`config.mk`:
```
export PLATFORM = sky130hd
export DESIGN_NAME = rfx_regfile
export DESIGN_NICKNAME = d
export VERILOG_FILES = /design/src/rtl/rfx_pkg.sv /design/src/rtl/rfx_gpr_bank.sv /design/src/rtl/rfx_read_port.sv /design/src/rtl/rfx_special_unit.sv /design/src/rtl/rfx_regfile.sv
export SDC_FILE = /design/constraint.sdc
export NUM_CORES = 2
export LEC_CHECK = 0
export BUFFER_PORTS_ARGS = -buffer_cell sky130_fd_sc_hd__buf_4
export CAP_MARGIN = 20
export CORE_ASPECT_RATIO = 0.5
export CORE_MARGIN = 5
export CORE_UTILIZATION = 30
export CTS_CLUSTER_SIZE = 20
export DETAILED_ROUTE_END_ITERATION = 12
export PLACE_DENSITY = 0.43
export SYNTH_ARGS = -nofsm -noshare
export SYNTH_HDL_FRONTEND = slang
export SYNTH_HIERARCHICAL = 1
export SYNTH_SLANG_ARGS = --single-unit
```
`constraint.sdc`:
```
create_clock -name clk -period 2.41 [get_ports clk]
set_input_delay 0.241 -clock clk [delete_from_list [all_inputs] [get_ports clk]]
set_output_delay 0.241 -clock clk [all_outputs]
set_load 0.05 [all_outputs]
```
`src/rtl/rfx_pkg.sv`:
```
package rfx_pkg;

    localparam int XLEN   = 32;
    localparam int NREG   = 32;
    localparam int AW     = $clog2(NREG);
    localparam int SELW   = 16;
    localparam int NRP    = 2;
    localparam int CAP_IDX = 17;
    localparam int STEP   = 4;

    localparam logic [SELW-1:0] SEL_PC   = 16'h0000;
    localparam logic [SELW-1:0] SEL_DRET = 16'h000C;

    typedef logic [XLEN-1:0] word_t;
    typedef logic [AW-1:0]   ridx_t;

    typedef struct packed {
        logic  en;
        ridx_t idx;
        word_t data;
    } gwr_t;

    typedef struct packed {
        logic  en;
        word_t data;
    } cap_t;

    typedef enum logic [1:0] {
        SPK_PC   = 2'd0,
        SPK_DRET = 2'd1,
        SPK_NONE = 2'd2
    } spr_kind_e;

    function automatic spr_kind_e sel_decode(input logic [SELW-1:0] s);
        if (s == SEL_PC)   return SPK_PC;
        if (s == SEL_DRET) return SPK_DRET;
        return SPK_NONE;
    endfunction

    function automatic word_t ret_addr(input word_t a);
        return a + word_t'(STEP);
    endfunction

endpackage

```
`src/rtl/rfx_gpr_bank.sv`:
```
module rfx_gpr_bank
    import rfx_pkg::*;
(
    input  logic  clk,
    input  logic  rst,
    input  gwr_t  wr_i,
    input  cap_t  cap_i,
    output word_t regs_o [NREG]
);

    localparam ridx_t CAP_R = ridx_t'(CAP_IDX);

    for (genvar i = 0; i < NREG; i++) begin : g_reg
        localparam ridx_t MY_IDX = ridx_t'(i);
        if (i == 0) begin : g_zero
            assign regs_o[i] = '0;
        end else if (i == CAP_IDX) begin : g_cap
            always_ff @(posedge clk) begin
                if (rst)
                    regs_o[i] <= '0;
                else if (cap_i.en)
                    regs_o[i] <= cap_i.data;
                else if (wr_i.en && wr_i.idx == MY_IDX)
                    regs_o[i] <= wr_i.data;
            end
        end else begin : g_plain
            always_ff @(posedge clk) begin
                if (rst)
                    regs_o[i] <= '0;
                else if (wr_i.en && wr_i.idx == MY_IDX)
                    regs_o[i] <= wr_i.data;
            end
        end
    end

    // capture lands in register 17 one edge later
    a_r7_capture_lands: assert property (@(posedge clk) disable iff (rst)
        cap_i.en |=> regs_o[CAP_IDX] == $past(cap_i.data));

    // register 17 holds without a capture or a write to it
    a_r8_r17_holds: assert property (@(posedge clk) disable iff (rst)
        (!cap_i.en && !(wr_i.en && wr_i.idx == CAP_R)) |=> $stable(regs_o[CAP_IDX]));

endmodule

```
`src/rtl/rfx_read_port.sv`:
```
module rfx_read_port
    import rfx_pkg::*;
(
    input  ridx_t idx_i,
    input  word_t regs_i [NREG],
    input  gwr_t  wr_i,
    input  cap_t  cap_i,
    output word_t data_o
);

    localparam ridx_t CAP_R = ridx_t'(CAP_IDX);

    always_comb begin
        if (idx_i == '0)
            data_o = '0;
        else if (cap_i.en && idx_i == CAP_R)
            data_o = cap_i.data;
        else if (wr_i.en && wr_i.idx == idx_i)
            data_o = wr_i.data;
        else
            data_o = regs_i[idx_i];
    end

endmodule

```
`src/rtl/rfx_special_unit.sv`:
```
module rfx_special_unit
    import rfx_pkg::*;
(
    input  logic            clk,
    input  logic            rst,
    input  logic            pc_load_i,
    input  word_t           pc_in_i,
    input  logic [SELW-1:0] rd_sel_i,
    output word_t           rd_data_o,
    input  logic            wr_en_i,
    input  logic [SELW-1:0] wr_sel_i,
    input  word_t           wr_data_i,
    input  cap_t            dcap_i
);

    word_t     pc_q;
    word_t     dret_q;
    spr_kind_e rd_kind;
    spr_kind_e wr_kind;

    assign rd_kind = sel_decode(rd_sel_i);
    assign wr_kind = sel_decode(wr_sel_i);

    always_ff @(posedge clk) begin
        if (rst)
            pc_q <= '0;
        else if (pc_load_i)
            pc_q <= pc_in_i;
    end

    always_ff @(posedge clk) begin
        if (rst)
            dret_q <= '0;
        else if (dcap_i.en)
            dret_q <= dcap_i.data;
        else if (wr_en_i && wr_kind == SPK_DRET)
            dret_q <= wr_data_i;
    end

    always_comb begin
        unique case (rd_kind)
            SPK_PC:   rd_data_o = pc_q;
            SPK_DRET: rd_data_o = dret_q;
            default:  rd_data_o = '0;
        endcase
    end

    // no special write moves the executing address
    a_r6_pc_hold: assert property (@(posedge clk) disable iff (rst)
        !pc_load_i |=> $stable(pc_q));

    // a delay-slot capture always wins the delay-return register
    a_r11_dcap_wins: assert property (@(posedge clk) disable iff (rst)
        dcap_i.en |=> dret_q == $past(dcap_i.data));

endmodule

```
`src/rtl/rfx_regfile.sv`:
```
module rfx_regfile
    import rfx_pkg::*;
(
    input  logic        clk,
    input  logic        rst,
    input  logic [4:0]  ra_idx,
    output logic [31:0] ra_data,
    input  logic [4:0]  rb_idx,
    output logic [31:0] rb_data,
    input  logic        gw_en,
    input  logic [4:0]  gw_idx,
    input  logic [31:0] gw_data,
    input  logic        pc_load,
    input  logic [31:0] pc_in,
    input  logic [15:0] sp_rd_sel,
    output logic [31:0] sp_rd_data,
    input  logic        sp_wr_en,
    input  logic [15:0] sp_wr_sel,
    input  logic [31:0] sp_wr_data,
    input  logic        exc_valid,
    input  logic        exc_dslot,
    input  logic [31:0] exc_addr
);

    gwr_t  wr;
    cap_t  gcap;
    cap_t  dcap;
    word_t ret;
    word_t regs [NREG];
    ridx_t rd_idx [NRP];
    word_t rd_data [NRP];

    assign ret       = ret_addr(exc_addr);
    assign wr.en     = gw_en;
    assign wr.idx    = gw_idx;
    assign wr.data   = gw_data;
    assign gcap.en   = exc_valid && !exc_dslot;
    assign gcap.data = ret;
    assign dcap.en   = exc_valid && exc_dslot;
    assign dcap.data = ret;

    assign rd_idx[0] = ra_idx;
    assign rd_idx[1] = rb_idx;
    assign ra_data   = rd_data[0];
    assign rb_data   = rd_data[1];

    rfx_gpr_bank u_bank (
        .clk    (clk),
        .rst    (rst),
        .wr_i   (wr),
        .cap_i  (gcap),
        .regs_o (regs)
    );

    for (genvar p = 0; p < NRP; p++) begin : g_rport
        rfx_read_port u_rport (
            .idx_i  (rd_idx[p]),
            .regs_i (regs),
            .wr_i   (wr),
            .cap_i  (gcap),
            .data_o (rd_data[p])
        );
    end

    rfx_special_unit u_spec (
        .clk       (clk),
        .rst       (rst),
        .pc_load_i (pc_load),
        .pc_in_i   (pc_in),
        .rd_sel_i  (sp_rd_sel),
        .rd_data_o (sp_rd_data),
        .wr_en_i   (sp_wr_en),
        .wr_sel_i  (sp_wr_sel),
        .wr_data_i (sp_wr_data),
        .dcap_i    (dcap)
    );

    // port A never returns nonzero for index 0
    a_r3_zero_reads: assert property (@(posedge clk) disable iff (rst)
        ra_idx == '0 |-> ra_data == '0);

    // same-cycle write is visible on port B
    a_r4_bypass: assert property (@(posedge clk) disable iff (rst)
        (gw_en && gw_idx != '0 && rb_idx == gw_idx &&
         !(gcap.en && gw_idx == ridx_t'(CAP_IDX))) |-> rb_data == gw_data);

endmodule

```
==> metrics.csv <==
metric,value,unit
clk buf depth,3,
Clock Sinks,1056,
CTS H-Tree Depth,3,
DR vias/cell,6.174,
Die X,639.6,µm
TNS Setup,-26.66,ns
unique cell type count in the Yosys netlist,58,
# rows,115,
clk root buf,clkbuf_16,
CTS buffer count,114,
"Seq/Total Area, Yosys",35.55,%
initial antenna violation count,11,
Setup Crit Path Kind,reg2out,
cell taking the most area after synthesis,dfxtp_1,
drt pass-1 iters,8,
Slew @ Worst Pin,1.072,ns
worst hold path class,in2reg,
core footprint,196800,µm²
share of the synthesized area in the top cell type,35.55,%
Slew Limit Fails,0,
critical path endpoint category,output port,
Achievable Freq,316.2,MHz
crit path DAT,2.92,ns
final-stage net count,6854,
Critical Path Fanout Max,2,
Tot GR Track Use,25.14,%
Pleak,0.02511,µW
violated checks,setup timing,
"top cells by area, synth","dfxtp_1, mux4_2, o21ai_0",
Clock Latency Late Sink,0.76,ns
DRT antenna net count,0,
synthesized flop and latch total,1056,
Worst IR Drop VDD,0.0005679,V
most common cell in the netlist,dfxtp_1,
skew final,0,ns
post-detail-place hpwl,170.9,mm
Pwr Total,44570,µW
Final Core Density,38.16,%
Async SR Flop Fraction,0,%
final WL,273.4,mm
fin crit period,3.163,ns
Area Overhead vs Synth,26.30,%
DR DRC count,0,
pre-CTS WS,-0.6570,ns
final hold viol count,0,
"EDFF count, synth",0,
Startpoint Class,flop,
Final setup viols,64,
area of the die,207800,µm²
CTS tree,yes,
ys flop type,dfxtp_1,
layout cell share with drive strength beyond 1,30.08,%
Gate Count Post-Synth,6507,
Initial Utilization,30.21,%
routed length per instance,29.08,µm
commonest cells in the netlist,"dfxtp_1, o21ai_0, nand3_1, a21oi_1, clkbuf_1",
synth warn,6,
Clock transition at path regs,0.06,ns
worst path required time,2.17,ns
via count,58040,
GP Congestion,0.8728,
DIE HEIGHT,324.8,µm
Tcrit/Tclk final,131.2,%
gr ovfl total,0,
first-pass GRT wire length,399.6,mm
vias in the first global route,57120,
Power Density,593.4,nW/µm²
Final WS setup,-0.7529,ns
synthesized area,59470,µm²
largest net degree at the start of global routing,106,
drt initial violations,6639,
status,"complete, but fails checks",
fillers,19350,
RSZ-0062 raised after global routing,yes,
IO Pins,278,
hold slack,0.04155,ns
Port Buf Inserts,277,
max_slew headroom,28.56,%
max_cap viols,0,
Syn Area/Cell,9.139,µm²
[final cells by class]
type / instances / area, µm² / share of cell area [%]
repair buffers: 939 / 10460 / 13.92
well taps: 2632 / 3293 / 4.385
inverters: 34 / 127.6 / 0.1699
diodes: 3 / 7.507 / 0.009996
multi-input cells: 4526 / 35830 / 47.71
clock buffers: 160 / 3367 / 4.483
flip-flops and latches: 1056 / 21390 / 28.48
clock inverters: 51 / 630.6 / 0.8396
[flip-flops by register name, summed over array words and instances, names as in the netlist]
name	count
u_bank/regs_o	992
u_spec/dret_q	32
u_spec/pc_q	32
[repair_timing]
item,in CTS,in global routing
hold buffers,104,0
hold endpoints to repair,1013,0
pin swaps,108,75
endpoints found under the setup margin,64,64
resized for setup,483,170
setup buffers,17,4
cloned,7,2
[final timing paths]
check,slack [ns],start,to,depth (start not counted)
max reg2reg,1.49,u_bank/regs_o[471]$_SDFFE_PP0P_,u_bank/regs_o[471]$_SDFFE_PP0P_,2
min reg2reg,0.48,u_bank/regs_o[37]$_SDFFE_PP0P_,u_bank/regs_o[37]$_SDFFE_PP0P_,2
min,0.04,exc_addr[31],u_bank/regs_o[479]$_SDFFE_PP0P_,5
max,-0.75,u_bank/regs_o[213]$_SDFFE_PP0P_,rb_data[21],7
[power by group]
| group | switching [µW] | internal, µW | total, µW |
|---|---|---|---|
| logic | 4740 | 2760 | 7510 |
| clock network | 8200 | 11000 | 19200 |
| registers | 156 | 17700 | 17800 |
| total | 13100 | 31500 | 44600 |
[layout by cell type, fill, tap and decap left out, types with 16 or more instances in the layout]
cell type and count:
nor2b_2 17, nor2_1 100, mux2_4 17, o21ai_4 16
a2111o_1 24, nand3_1 970, a221oi_1 58, nor3_2 19
o22ai_2 35, a22o_1 56, conb_1 32, a22oi_1 20
nand2b_1 36, clkbuf_8 32, dlygate4sd3_1 104, nor2_4 22
a31oi_1 32, o22ai_1 35, mux2i_1 176, clkbuf_16 117
mux4_2 487, buf_8 22, o21ai_0 957, a211oi_1 59
a21oi_1 960, a221o_1 29, buf_4 534, dfxtp_1 855
inv_1 34, buf_6 75, buf_12 187, clkinv_2 23
dfxtp_2 201, nand2_1 32, xnor2_1 29, nor2_2 24
o21ai_1 49
[cells by family (layout without fill, tap and decap cells)]
logic type | after synthesis | in the layout | synth area share (%)
other | 1 | 35 | 0.006306
adders and majority gates | 1 | 1 | 0.02104
and+or+nand+nor | 1330 | 1330 | 11.47
DFF | 1056 | 1056 | 35.55
buffers and inverters | 956 | 1184 | 7.421
muxes | 716 | 716 | 22.43
xor gates and xnor gates | 38 | 38 | 0.5597
AOI/OAI and AO/OA | 2409 | 2409 | 22.55
[metal layers]
metal	routed length, µm	up-vias	GRT usage, %
met2	124400	3329	39.63
met4	9386	0	8.739
met1	115300	29240	34.38
met5	0	-	0
li1	-	24940	-
met3	24260	539	4.867
[through the flow]
step / std cells / area, µm²
CTS: 9399 / 74480
detailed placement: 9089 / 67540
finish: 9401 / 75100
global route: 9400 / 75100
global placement: 9088 / 67530
floorplan: 6538 / 59680
[worst max-delay path, cell delays in order, from the launching register on]
cell and delay (ns):
dfxtp_2 0.34, buf_6 0.11, mux4_2 0.45, mux4_2 0.49
nor2b_4 0.16, nor3_4 0.07, a221o_1 0.35, buf_6 0.19
No activity file was read; power rests on OpenSTA's default activity.
